**config.mk**
```make
export PLATFORM = sky130hd
export DESIGN_NAME = clkdiv_sel
export DESIGN_NICKNAME = d
export VERILOG_FILES = /design/src/rtl/clkdiv_sel.sv
export SDC_FILE = /design/constraint.sdc
export NUM_CORES = 1
export LEC_CHECK = 0
export CAP_MARGIN = 40
export CELL_PAD_IN_SITES_DETAIL_PLACEMENT = 0
export CELL_PAD_IN_SITES_GLOBAL_PLACEMENT = 2
export CORE_MARGIN = 3
export CORE_UTILIZATION = 35
export DETAILED_ROUTE_END_ITERATION = 7
export GPL_TIMING_DRIVEN = 0
export PLACE_DENSITY = 0.94
export SYNTH_ARGS = -nofsm -noshare
export SYNTH_HDL_FRONTEND = slang
export SYNTH_SLANG_ARGS = --single-unit
```
**constraint.sdc**
```tcl
create_clock -name clk -period 6.7 [get_ports clk]
set_input_delay 2.01 -clock clk [delete_from_list [all_inputs] [get_ports clk]]
set_output_delay 2.01 -clock clk [all_outputs]
set_load 0.02 [all_outputs]
```
**src/rtl/clkdiv_sel.sv**
```systemverilog
module clkdiv_sel #(
  parameter int N_PAR     = 4,
  parameter int SEL_W     = 3,
  parameter int SEL_SHIFT = 0,
  parameter int PRE_W     = 4,
  parameter int PRE_SHIFT = 8,
  parameter int DIV_W     = 8,
  parameter int DIV_SHIFT = 4,
  parameter int FRAC_W    = 2
) (
  input  logic             clk,
  input  logic             rst_n,
  input  logic             gate_en,
  input  logic [N_PAR-1:0] par_en,
  input  logic             cfg_we,
  input  logic [1:0]       cfg_addr,
  input  logic [31:0]      cfg_wdata,
  output logic             trig_busy,
  output logic             pretrig_busy,
  output logic             tick_o,
  output logic             sel_err
);
  localparam int AW = DIV_W + 2;
  localparam logic [AW-1:0] ONE = AW'(1) << FRAC_W;

  logic [DIV_W-1:0] div_sh, div_act;
  logic [SEL_W-1:0] sel_sh, sel_act;
  logic [PRE_W-1:0] pre_sh, pre_act, pcnt;
  logic [AW-1:0]    acc, dscale, nxt;
  logic             pend_div, pend_pre;
  logic [1:0]       cd_div, cd_pre;
  logic             p_raw, p, sel_ok, pre_tick, fire;
  logic             commit_div, commit_pre, wr_trig;

  always_comb begin
    p_raw = 1'b0;
    for (int i = 0; i < N_PAR; i++)
      if (sel_act == SEL_W'(i)) p_raw = par_en[i];
  end

  assign sel_ok   = 32'(sel_act) < N_PAR;
  assign p        = gate_en & sel_ok & p_raw;
  assign pre_tick = p & (pcnt == pre_act);
  assign dscale   = AW'(div_act) + ONE;
  assign nxt      = acc + ONE;
  assign fire     = pre_tick & (nxt >= dscale);

  assign wr_trig    = cfg_we & (cfg_addr == 2'd2) & gate_en;
  assign commit_div = pend_div & gate_en & (fire | ~sel_ok);
  assign commit_pre = pend_pre & gate_en & (pre_tick | ~sel_ok);

  assign trig_busy    = pend_div | (cd_div != 2'd0);
  assign pretrig_busy = pend_pre | (cd_pre != 2'd0);

  always_ff @(posedge clk) begin
    if (!rst_n) begin
      div_sh <= '0;
      sel_sh <= '0;
      pre_sh <= '0;
    end else if (cfg_we) begin
      if (cfg_addr == 2'd0) div_sh <= cfg_wdata[DIV_SHIFT +: DIV_W];
      if (cfg_addr == 2'd1) begin
        sel_sh <= cfg_wdata[SEL_SHIFT +: SEL_W];
        pre_sh <= cfg_wdata[PRE_SHIFT +: PRE_W];
      end
    end
  end

  always_ff @(posedge clk) begin
    if (!rst_n) begin
      pend_div <= 1'b0;
      cd_div   <= 2'd0;
    end else if (commit_div) begin
      pend_div <= 1'b0;
      cd_div   <= 2'd2;
    end else begin
      if (wr_trig && cfg_wdata[0]) pend_div <= 1'b1;
      if (cd_div != 2'd0) cd_div <= cd_div - 2'd1;
    end
  end

  always_ff @(posedge clk) begin
    if (!rst_n) begin
      pend_pre <= 1'b0;
      cd_pre   <= 2'd0;
    end else if (commit_pre) begin
      pend_pre <= 1'b0;
      cd_pre   <= 2'd2;
    end else begin
      if (wr_trig && cfg_wdata[1]) pend_pre <= 1'b1;
      if (cd_pre != 2'd0) cd_pre <= cd_pre - 2'd1;
    end
  end

  always_ff @(posedge clk) begin
    if (!rst_n) begin
      sel_act <= '0;
      pre_act <= '0;
      pcnt    <= '0;
      sel_err <= 1'b0;
    end else if (commit_pre) begin
      sel_act <= sel_sh;
      pre_act <= pre_sh;
      pcnt    <= '0;
      if (32'(sel_sh) >= N_PAR) sel_err <= 1'b1;
    end else if (p) begin
      pcnt <= pre_tick ? '0 : pcnt + 1'b1;
    end
  end

  always_ff @(posedge clk) begin
    if (!rst_n) begin
      div_act <= '0;
      acc     <= '0;
      tick_o  <= 1'b0;
    end else begin
      tick_o <= fire;
      if (commit_div) begin
        div_act <= div_sh;
        acc     <= '0;
      end else if (pre_tick) begin
        acc <= fire ? nxt - dscale : nxt;
      end
    end
  end
endmodule


```
After elaboration in Yosys (flattened, before gate mapping). Index checks and enable logic that the tools add are counted.

Logic and storage cells: 70. Output and inout bits: 4. Bits in registers: 52.

Bitwise gates (word level): 16. Equal/unequal tests: 6. Add/subtract/negate cells: 6. Reduce and logical (&&, ||, !) cells: 13. Mux-type cells: 10. Magnitude comparators: 3.

Operators by type and width (number): adder 10 x 3 -> 10 bit (second input constant) (1); bitwise AND 1 bit (10); greater-or-equal comparator 10 x 9 -> 1 bit (1); two-way mux 10 bit (1); subtractor 10 x 9 -> 10 bit (1); adder 8 x 3 -> 9 bit (second input constant) (1); two-way mux 2 bit (4); nonzero test 2 bit (4); == test 3 x 2 -> 1 bit (second input constant) (2); AND reduction 2 bit (3); adder 4 x 1 -> 4 bit (second input constant) (1); == test 4 bit (1); two-way mux 1 bit (4); two-way mux 4 bit (1); bitwise OR 1 bit (4); OR reduction 2 bit (2); subtractor 2 x 1 -> 2 bit (second input constant) (2); == test 3 x 1 -> 1 bit (second input constant) (1); greater-or-equal comparator 3 bit (second input constant) (1); logical NOT 3 bit (1); < comparator 3 bit (second input constant) (1); == test 2 x 1 -> 1 bit (second input constant) (1); == test 2 bit (second input constant) (1); logical AND 1 bit (2); other kinds (2) (3).

Logic depth before layout (Yosys ltp). Gate-level depths: netlist (run 1).

Word-level depth: 11. Mapped depth: 12. Mapped depth without buffers: 10.

Worst setup path before layout (run 1). OpenSTA, ideal clock, no wires.

Path kind: in2reg. Start point: input port par_en[3]. End point: register acc[3]. Buffers on the path: 2. Stages on the path: 8. Data arrival time: 3458 ps. Data required time: 6614 ps. Slack: 3156 ps. Library setup time: 86 ps. Path through: mux4_2 -> and3b_4 -> a21oi_1 -> a211oi_1 -> buf_6 -> nand2b_4 -> buf_6 -> a211oi_1.

Word-level cells in the longest chain between the ends: 7. Elaborated cells between the ends (all ways): 8.

RTL lines: start: declaration (RTL line 14) `input logic [N_PAR-1:0] par_en,`; two-way mux 1 bit (*) (RTL line 38) `if (sel_act == SEL_W'(i)) p_raw = par_en[i];`; bitwise AND 1 bit (*) (RTL line 42) `assign p = gate_en & sel_ok & p_raw;`; bitwise AND 1 bit (*) (RTL line 43) `assign pre_tick = p & (pcnt == pre_act);`; bitwise AND 1 bit (RTL line 46) `assign fire = pre_tick & (nxt >= dscale);`; bitwise OR 1 bit (RTL line 49) `assign commit_div = pend_div & gate_en & (fire | ~sel_ok);`; bitwise AND 1 bit (RTL line 49); OR reduction 2 bit (no line); end signal: assignment (RTL line 122) `acc <= fire ? nxt - dscale : nxt;`; end: declaration (RTL line 29) `logic [AW-1:0] acc, dscale, nxt;`.

Every way passes the cells marked *; elsewhere a longest branch is shown, timed or not. A chain may end at the register's enable or synchronous reset.

Worst setup path in the final report (run 1).
Start point: input port par_en[3]. End point: register cd_div[0].

Word-level cells in the longest chain between the ends: 7.

RTL lines: two-way mux 1 bit (RTL line 38); bitwise AND 1 bit (RTL line 42); bitwise AND 1 bit (RTL line 43); bitwise AND 1 bit (RTL line 46); bitwise OR 1 bit (RTL line 49); bitwise AND 1 bit (RTL line 49); OR reduction 2 bit (no line); end signal: assignment (RTL line 78) `if (cd_div != 2'd0) cd_div <= cd_div - 2'd1;`; end: declaration (RTL line 31) `logic [1:0] cd_div, cd_pre;`.

Every way passes these cells.

==> reports/results.tsv, run 1 <==
metric	value	unit
cell class contributing the biggest share of worst-path delay	buffers and inverters	
Final nets	402	
Clock Sinks	52	
cell mode on critical path	buf_6	
CTS Root Cell	clkbuf_8	
CTS Buffer Depth	2	
full die area	0.00930	mm^2
crit path max fanout	10	
DRT met1 WL	3.16	mm
Yosys cell types	53	
Num CTS Buffers	5	
Port Buf Inserts	24	
worst reg2reg path depth	12	
cts hold-fix bufs	0	
Cell Rows	32	
CTS tree	done	
Synth Flop Type	dfxtp_1	
DR vias	2286	
largest area contributor in the netlist	dfxtp_1	
dpl hpwl	4.81	mm
synthesized cell area	0.00286	mm^2
Die W	96.5	um
hold crit path type	reg2reg	
post-CTS sizing	0	
vias in the first global route	2107	
core footprint	0.00785	mm^2
fin. max-slew vios	0	
worst hold margin	0.446	ns
Worst Tran Pin Value	0.589	ns
FF+latch count, synth	52	
Iteration-0 DRC Markers	88	
syn_nets	371	
worst-skew pair later-pin latency	0.31	ns
Fin Setup TNS	0	ns
CP Cell Sequence	clkdlybuf4s50_1, mux4_2, and3b_4, a21oi_1, a211oi_1, buf_6, nand2b_4, buf_6, nor3b_1	
sequential share of the synthesized area	36.3	%
gr usage total	14.2	%
global placer's final weighted congestion	0.845	
first-pass GRT wire length	10.4	mm
RSZ-0062 raised after global routing	false	
Lkg Pwr	1.23	nW
final wirelength	6.21	mm
status	finished clean	
worst endpoint data arrival time	4.01	ns
setup bufs post-CTS	0	
met2 routed WL	2.78	mm
grt total ovfl	0	
commonest non-fill, non-tap cell in the layout	dfxtp_1	
H-tree depth	2	
setup violators final	0	
initial cell density of the core	36.5	%
number of antenna-violating nets in the routed design	0	
critical path type	in2reg	
VDD IR max	0.118	mV
max layer used	met4	
CP Data Required Time	6.93	ns
Layout Skew	0.00845	ns
clock-pin slew on the worst setup and hold paths	0.10	ns
Max Cap Violations	0	
slowest CP cell	mux4_2	
Design Area, Final	0.00333	mm^2
share of cells above drive strength 1	6.90	%
Max stage delay on crit path	0.50	ns
Power per Cell Area	206	mW/mm^2
drc violations	0	
Die Height	96.5	um
Placed Area	0.00323	mm^2
Buf/Inv on CP	3	
Area contributors post-synth	dfxtp_1, mux2i_1, nor2b_1	
antenna cells	0	
Final Hold Viols	0	
mean post-synth cell area	9.06	um^2
EDFF count, synth	0	
Syn-to-layout area delta	16.2	%
period utilization	56.5	%
CP Depth	9	
post-route minimum period	3.78	ns
max_slew headroom	60.7	%
WHS Path Cells	1	
initial antenna violation count	0	
met3 wire len	210	um
crit path launch type	primary input	
largest net degree at the start of global routing	19	
Pre-Repair DR Iteration Count	4	
Setup crit end kind	register	
WL/cell	13.8	um
fmax	264	MHz
post-synth top area share	36.3	%
dpl ws	2.58	ns
IO Pins	46	
YS warnings	0	
final worst slack	2.92	ns
Post-synth ARST share	0	%
Via density	5.08	
Syn Inst Count	316	
commonest cells after routing, fill and taps aside	dfxtp_1, nor2b_1, mux2i_1, clkdlybuf4s50_1	
[state kept, by name, indices dropped and copies added (netlist names), 2 cells and up]
register	flops
acc	10
cd_div	2
cd_pre	2
div_act	8
div_sh	8
pcnt	4
pre_act	4
pre_sh	4
sel_act	3
sel_sh	3
[worst paths after layout]
path	slack, ns	startpoint	end
worst min register to register	0.45	cd_pre[0]	cd_pre[0]
worst min-delay path	0.45	cd_pre[0]	cd_pre[0]
worst max-delay path	2.92	par_en[3]	cd_div[0]
worst max register to register	3.60	acc[2]	acc[7]
[metrics by stage]
stage	util, %	instances	total power (W)
floorplan	-	316	0.000454
global placement	41.2	442	0.000500
detailed placement	41.2	442	0.000501
CTS	42.4	450	0.000690
global route	42.4	450	0.000721
finish	42.4	450	0.000685
[kinds of logic after synthesis]
group	after synthesis	synth area share [%]
DFF	52	36.3
adders and majority gates	13	5.94
and+or+nand+nor	119	23.6
buffers and inverters	17	2.93
AOI/OAI and AO/OA	70	15.7
xor gates and xnor gates	17	5.20
muxes	28	10.2
[final cells by class]
class	instances	area [um^2]
flip-flops and latches	52	1040
multi-input cells	247	1740
inverters	6	22.5
clock buffers	5	68.8
fillers	824	4520
clock inverters	3	27.5
plain buffers	11	61.3
repair buffers	24	240
well taps	102	128
[per-layer routing]
metal	vias to the layer above	track usage, %
li1	1190	-
met1	1055	20.6
met2	36	21.9
met3	5	3.10
met4	0	2.80
met5	-	0
[worst register-to-register path, cell delays in order (launching register included)]
cell,delay [ns]
dfxtp_1,0.42
ha_1,0.29
nand3_1,0.12
xnor2_1,0.16
ha_1,0.44
nand2_1,0.08
o21ai_0,0.47
a2bb2oi_4,0.13
a211oi_1,0.29
buf_6,0.21
nand2b_4,0.16
buf_6,0.16
a211oi_1,0.05
[cells in the mapped netlist (2+ instances only)]
library cell	n
dfxtp_1	52
nor2b_1	29
mux2i_1	27
nand2_1	20
nor2_1	20
o21ai_0	19
a21oi_1	18
ha_1	12
nand3_1	9
xor2_1	9
xnor2_1	8
a21boi_0	7
nor3_1	7
a211oi_1	6
and3_1	6
inv_1	6
a31oi_1	5
clkbuf_1	4
nand2b_1	4
nor3b_1	4
or3_1	4
buf_2	3
nand3b_1	3
o211ai_1	3
buf_6	2
o21a_1	2
[power breakdown]
part | internal, W | switching [W] | total (W)
Clock | 0.0000769 | 0.000112 | 0.000189
Combinational | 0.0000780 | 0.0000892 | 0.000167
Sequential | 0.000319 | 0.00000942 | 0.000328
Total | 0.000474 | 0.000211 | 0.000685
(Power assumes the default switching activity.)
==> inputs of run 2 (changes only) <==
Settings changed: CORE_UTILIZATION 35 to 33, PLACE_DENSITY 0.94 to 0.9.
Clock period 6.7 ns to 3.7 ns, I/O delays scaled along.
==> run 2 against run 1 <==
Net effect: setup slack got worse by 2.3 ns; sequential cell count unchanged; sequential share of layout area about the same; wire length up 1.5%; highest routed layer unchanged; final area about the same; sequential power increased by 81%.
==> reports/results.tsv, run 2 (synthesis gave the netlist of run 1 again) <==
metric	value	unit
Iteration-0 DRC Markers	85	
post-route minimum period	3.10	ns
Worst Tran Pin Value	0.574	ns
setup violators final	0	
Pwr Total	0.00124	W
critical path type	reg2reg	
biggest regs	acc (10), div_act (8), div_sh (8)	
period utilization	83.8	%
first-pass GRT wire length	10.7	mm
commonest non-fill, non-tap cell in the layout	dfxtp_1	
drc violations	0	
Max Cap Violations	0	
RSZ-0062 raised after global routing	false	
dpl ws	0.486	ns
max layer used	met4	
Cell Rows	33	
hold crit path type	reg2reg	
commonest cells after routing, fill and taps aside	dfxtp_1, nor2b_1, mux2i_1, clkdlybuf4s50_1	
status	finished clean	
antenna cells	0	
global placer's final weighted congestion	0.865	
Placed Area	0.00324	mm^2
CTS Buffer Depth	2	
final wirelength	6.30	mm
WL/cell	13.9	um
met3 wire len	194	um
Power per Cell Area	373	mW/mm^2
largest net degree at the start of global routing	19	
Pre-Repair DR Iteration Count	4	
dpl hpwl	4.85	mm
cts hold-fix bufs	0	
Lkg Pwr	1.23	nW
CTS tree	done	
fillers	865	
Layout Skew	0.00815	ns
Die W	99.2	um
worst-skew pair later-pin latency	0.31	ns
Final Hold Viols	0	
Fin Setup TNS	0	ns
DR vias	2291	
VDD IR max	0.186	mV
CTS Root Cell	clkbuf_8	
flip-flop count of the largest register after layout	10	
initial antenna violation count	0	
vias in the first global route	2147	
fmax	323	MHz
Die Height	99.2	um
Port Buf Inserts	24	
final worst slack	0.600	ns
WHS Path Cells	1	
initial cell density of the core	34.3	%
DP Cell Count	445	
Syn-to-layout area delta	16.3	%
grt total ovfl	0	
DRT met1 WL	3.26	mm
Setup crit end kind	register	
Most flops, register	acc	
crit path launch type	register	
max_slew headroom	61.4	%
gr usage total	13.4	%
worst endpoint data arrival time	3.29	ns
crit path max fanout	10	
Final nets	402	
Via density	5.06	
number of antenna-violating nets in the routed design	0	
met2 routed WL	2.78	mm
share of cells above drive strength 1	6.90	%
post-CTS sizing	0	
Clock Sinks	52	
Num CTS Buffers	5	
fin cells	453	
clock-pin slew on the worst setup and hold paths	0.10	ns
Design Area, Final	0.00333	mm^2
worst reg2reg path depth	12	
Seq. cell area	0.00104	mm^2
core footprint	0.00834	mm^2
fin. max-slew vios	0	
Multi-input gate area	0.00174	mm^2
full die area	0.00983	mm^2
IO Pins	46	
CP Data Required Time	3.89	ns
setup bufs post-CTS	0	
H-tree depth	2	
==> run 2: power by group <==
group          internal [W]  switching [W]
clock              0.000138       0.000206
sequential         0.000577      0.0000164
combinational      0.000141       0.000163
==> run 2: final timing paths <==
kind                   from        end  slack, ns
hold / removal    cd_pre[0]  cd_pre[0]       0.45
hold reg to reg   cd_pre[0]  cd_pre[0]       0.45
setup / recovery     acc[2]     acc[7]       0.60
setup reg to reg     acc[2]     acc[7]       0.60
==> run 2: worst max-delay path: stages, from the launching register on <==
cell       delay [ns]
dfxtp_1          0.42
ha_1             0.31
nand3_1          0.12
xnor2_1          0.16
ha_1             0.42
nand2_1          0.07
o21ai_0          0.47
a2bb2oi_4        0.14
a211oi_1         0.29
buf_6            0.21
nand2b_4         0.16
buf_6            0.15
a211oi_1         0.05
==> run 2: routing by layer <==
layer,vias up,global-route usage [%]
met3,5,2.52
met4,0,3.47
met1,1064,19.7
li1,1192,-
met2,30,20.2
met5,-,0
==> run 2: area by class of cell <==
type / count / share of cell area [%]
Multi-Input combinational cell: 247 / 52.2
Sequential cell: 52 / 31.3
Timing Repair Buffer: 24 / 7.22
Tap cell: 105 / 3.95
Clock buffer: 5 / 2.07
Buffer: 11 / 1.84
Clock inverter: 3 / 0.752
Inverter: 6 / 0.676
==> run 2: stage by stage <==
stage | hold WS [ns] | util (%)
3_5_place_dp | 0.433 | 38.8
3_3_place_gp | 0.425 | 38.8
5_1_grt | 0.479 | 39.9
2_1_floorplan | 0.413 | -
6_report | 0.446 | 39.9
4_1_cts | 0.448 | 39.9
==> inputs of run 3 (changes only) <==
Clock period 3.7 ns to 3.1 ns, I/O delays scaled along.
==> run 3 against run 2 <==
Net effect: die area stayed put; non-clock buffer count stayed put; cell count stayed put; global-route usage stayed put; setup slack worse by 0.37 ns; largest cell class unchanged; critical path depth stayed put; first-iteration DRC count is 11% lower.
==> reports/results.tsv, run 3 (synthesis gave the netlist of run 1 again) <==
metric	value	unit
status	finished clean	
grt total ovfl	0	
Worst R2R Setup Slack	0.23	ns
initial cell density of the core	34.3	%
setup bufs post-CTS	0	
VDD IR max	0.221	mV
H-tree depth	2	
CP Depth	12	
Cell Rows	33	
slowest CP cell	dfxtp_2	
CTS Root Cell	clkbuf_8	
Iteration-0 DRC Markers	76	
crit path max fanout	10	
Max stage delay on crit path	0.37	ns
CTS tree	done	
setup violators final	0	
Worst Min Path Start	cd_pre[0]	
Fin Setup TNS	0	ns
clock-pin slew on the worst setup and hold paths	0.10	ns
initial antenna violation count	0	
post-route minimum period	2.87	ns
worst flop-to-flop path endpoint	acc[7]	
CTS Buffer Depth	2	
RSZ-0062 raised after global routing	false	
biggest regs	acc (10), div_act (8), div_sh (8)	
IO Pins	46	
DR vias	2294	
Lkg Pwr	1.24	nW
worst-skew pair later-pin latency	0.31	ns
fin. max-slew vios	0	
cts hold-fix bufs	0	
gr usage total	13.4	%
drc violations	0	
Clock Sinks	52	
crit path launch type	register	
WL/cell	14.0	um
Worst Tran Pin Value	0.562	ns
worst reg2reg path depth	12	
largest net degree at the start of global routing	19	
WHS Path Cells	1	
Via density	5.06	
full die area	0.00983	mm^2
dpl hpwl	4.85	mm
core footprint	0.00834	mm^2
Power per Cell Area	442	mW/mm^2
CP Cell Sequence	ha_1, and3_1, xnor2_2, ha_2, and3_1, a31oi_2, a2bb2oi_4, a211oi_2, buf_6, nand2b_4, buf_6, a211oi_1	
commonest non-fill, non-tap cell in the layout	dfxtp_1	
antenna cells	0	
critical path type	reg2reg	
Pwr Total	0.00149	W
Die Height	99.2	um
Final Hold Viols	0	
Max Cap Violations	0	
worst hold margin	0.446	ns
CP Data Required Time	3.32	ns
vias in the first global route	2147	
Placed Area	0.00324	mm^2
worst hold endpoint	cd_pre[0]	
Setup crit end kind	register	
cell class contributing the biggest share of worst-path delay	compound AO/OA/AOI/OAI gates	
Syn-to-layout area delta	17.8	%
Final nets	402	
fmax	348	MHz
number of antenna-violating nets in the routed design	0	
Design Area, Final	0.00337	mm^2
hold crit path type	reg2reg	
global placer's final weighted congestion	0.865	
Port Buf Inserts	24	
flip-flop count of the largest register after layout	10	
Die W	99.2	um
final wirelength	6.33	mm
final core utilization	40.5	%
share of cells above drive strength 1	10.1	%
Num CTS Buffers	5	
Layout Skew	0.00804	ns
worst endpoint data arrival time	3.09	ns
R2R Path Start	div_act[2]	
Pre-Repair DR Iteration Count	4	
Most flops, register	acc	
period utilization	92.6	%
first-pass GRT wire length	10.7	mm
Buf/Inv on CP	2	
max_slew headroom	62.5	%
commonest cells after routing, fill and taps aside	dfxtp_1, nor2b_1, mux2i_1, clkdlybuf4s50_1	
run 3: cell types whose count changed in the layout (fill, tap and decap cells not counted), moves of 2 or more:
cell | previous run | this run
dfxtp_1 | 52 | 49
dfxtp_2 | 0 | 3
ha_1 | 12 | 10
ha_2 | 0 | 2
xnor2_1 | 8 | 6
xnor2_2 | 0 | 2
run 3: what timing repair did:
action                     CTS  global route
resized for setup            1            11
gates cloned                 0             0
setup endpoints to repair    1            21
run 3: how the worst max path moves through the flow:
stage,start,end,slack (ns)
global route,div_act[6],acc[3],0.005
floorplan,acc[2],acc[3],0.49
finish,div_act[2],acc[7],0.23
global placement,acc[2],acc[8],0.05
detailed placement,acc[4],acc[8],0.04
CTS,acc[4],acc[7],0.01
run 3: final cells by class:
type	count	area, um^2
Sequential cell	52	1040
Fill cell	859	4970
Timing Repair Buffer	24	240
Clock inverter	3	25.0
Buffer	11	61.3
Tap cell	105	131
Multi-Input combinational cell	247	1780
Clock buffer	5	68.8
Inverter	6	22.5
run 3: through the flow:
step,setup slack (ns),std cells
floorplan,0.494,316
global placement,0.0527,445
detailed placement,0.0410,445
CTS,0.0106,453
global route,0.00470,453
finish,0.229,453
run 3: routing by layer:
metal / vias up / share of wire [%] / GRT usage, %
met3: 5 / 3.8 / 2.52
met5: - / 0 / 0
met2: 36 / 44 / 20.2
met4: 0 / 0.99 / 3.47
met1: 1061 / 51 / 19.7
li1: 1192 / - / -
run 3: where the power goes:
part / total, W / switching [W] / internal [W]
sequential: 0.000710 / 0.0000204 / 0.000689
combinational: 0.000373 / 0.000201 / 0.000173
clock: 0.000408 / 0.000243 / 0.000165
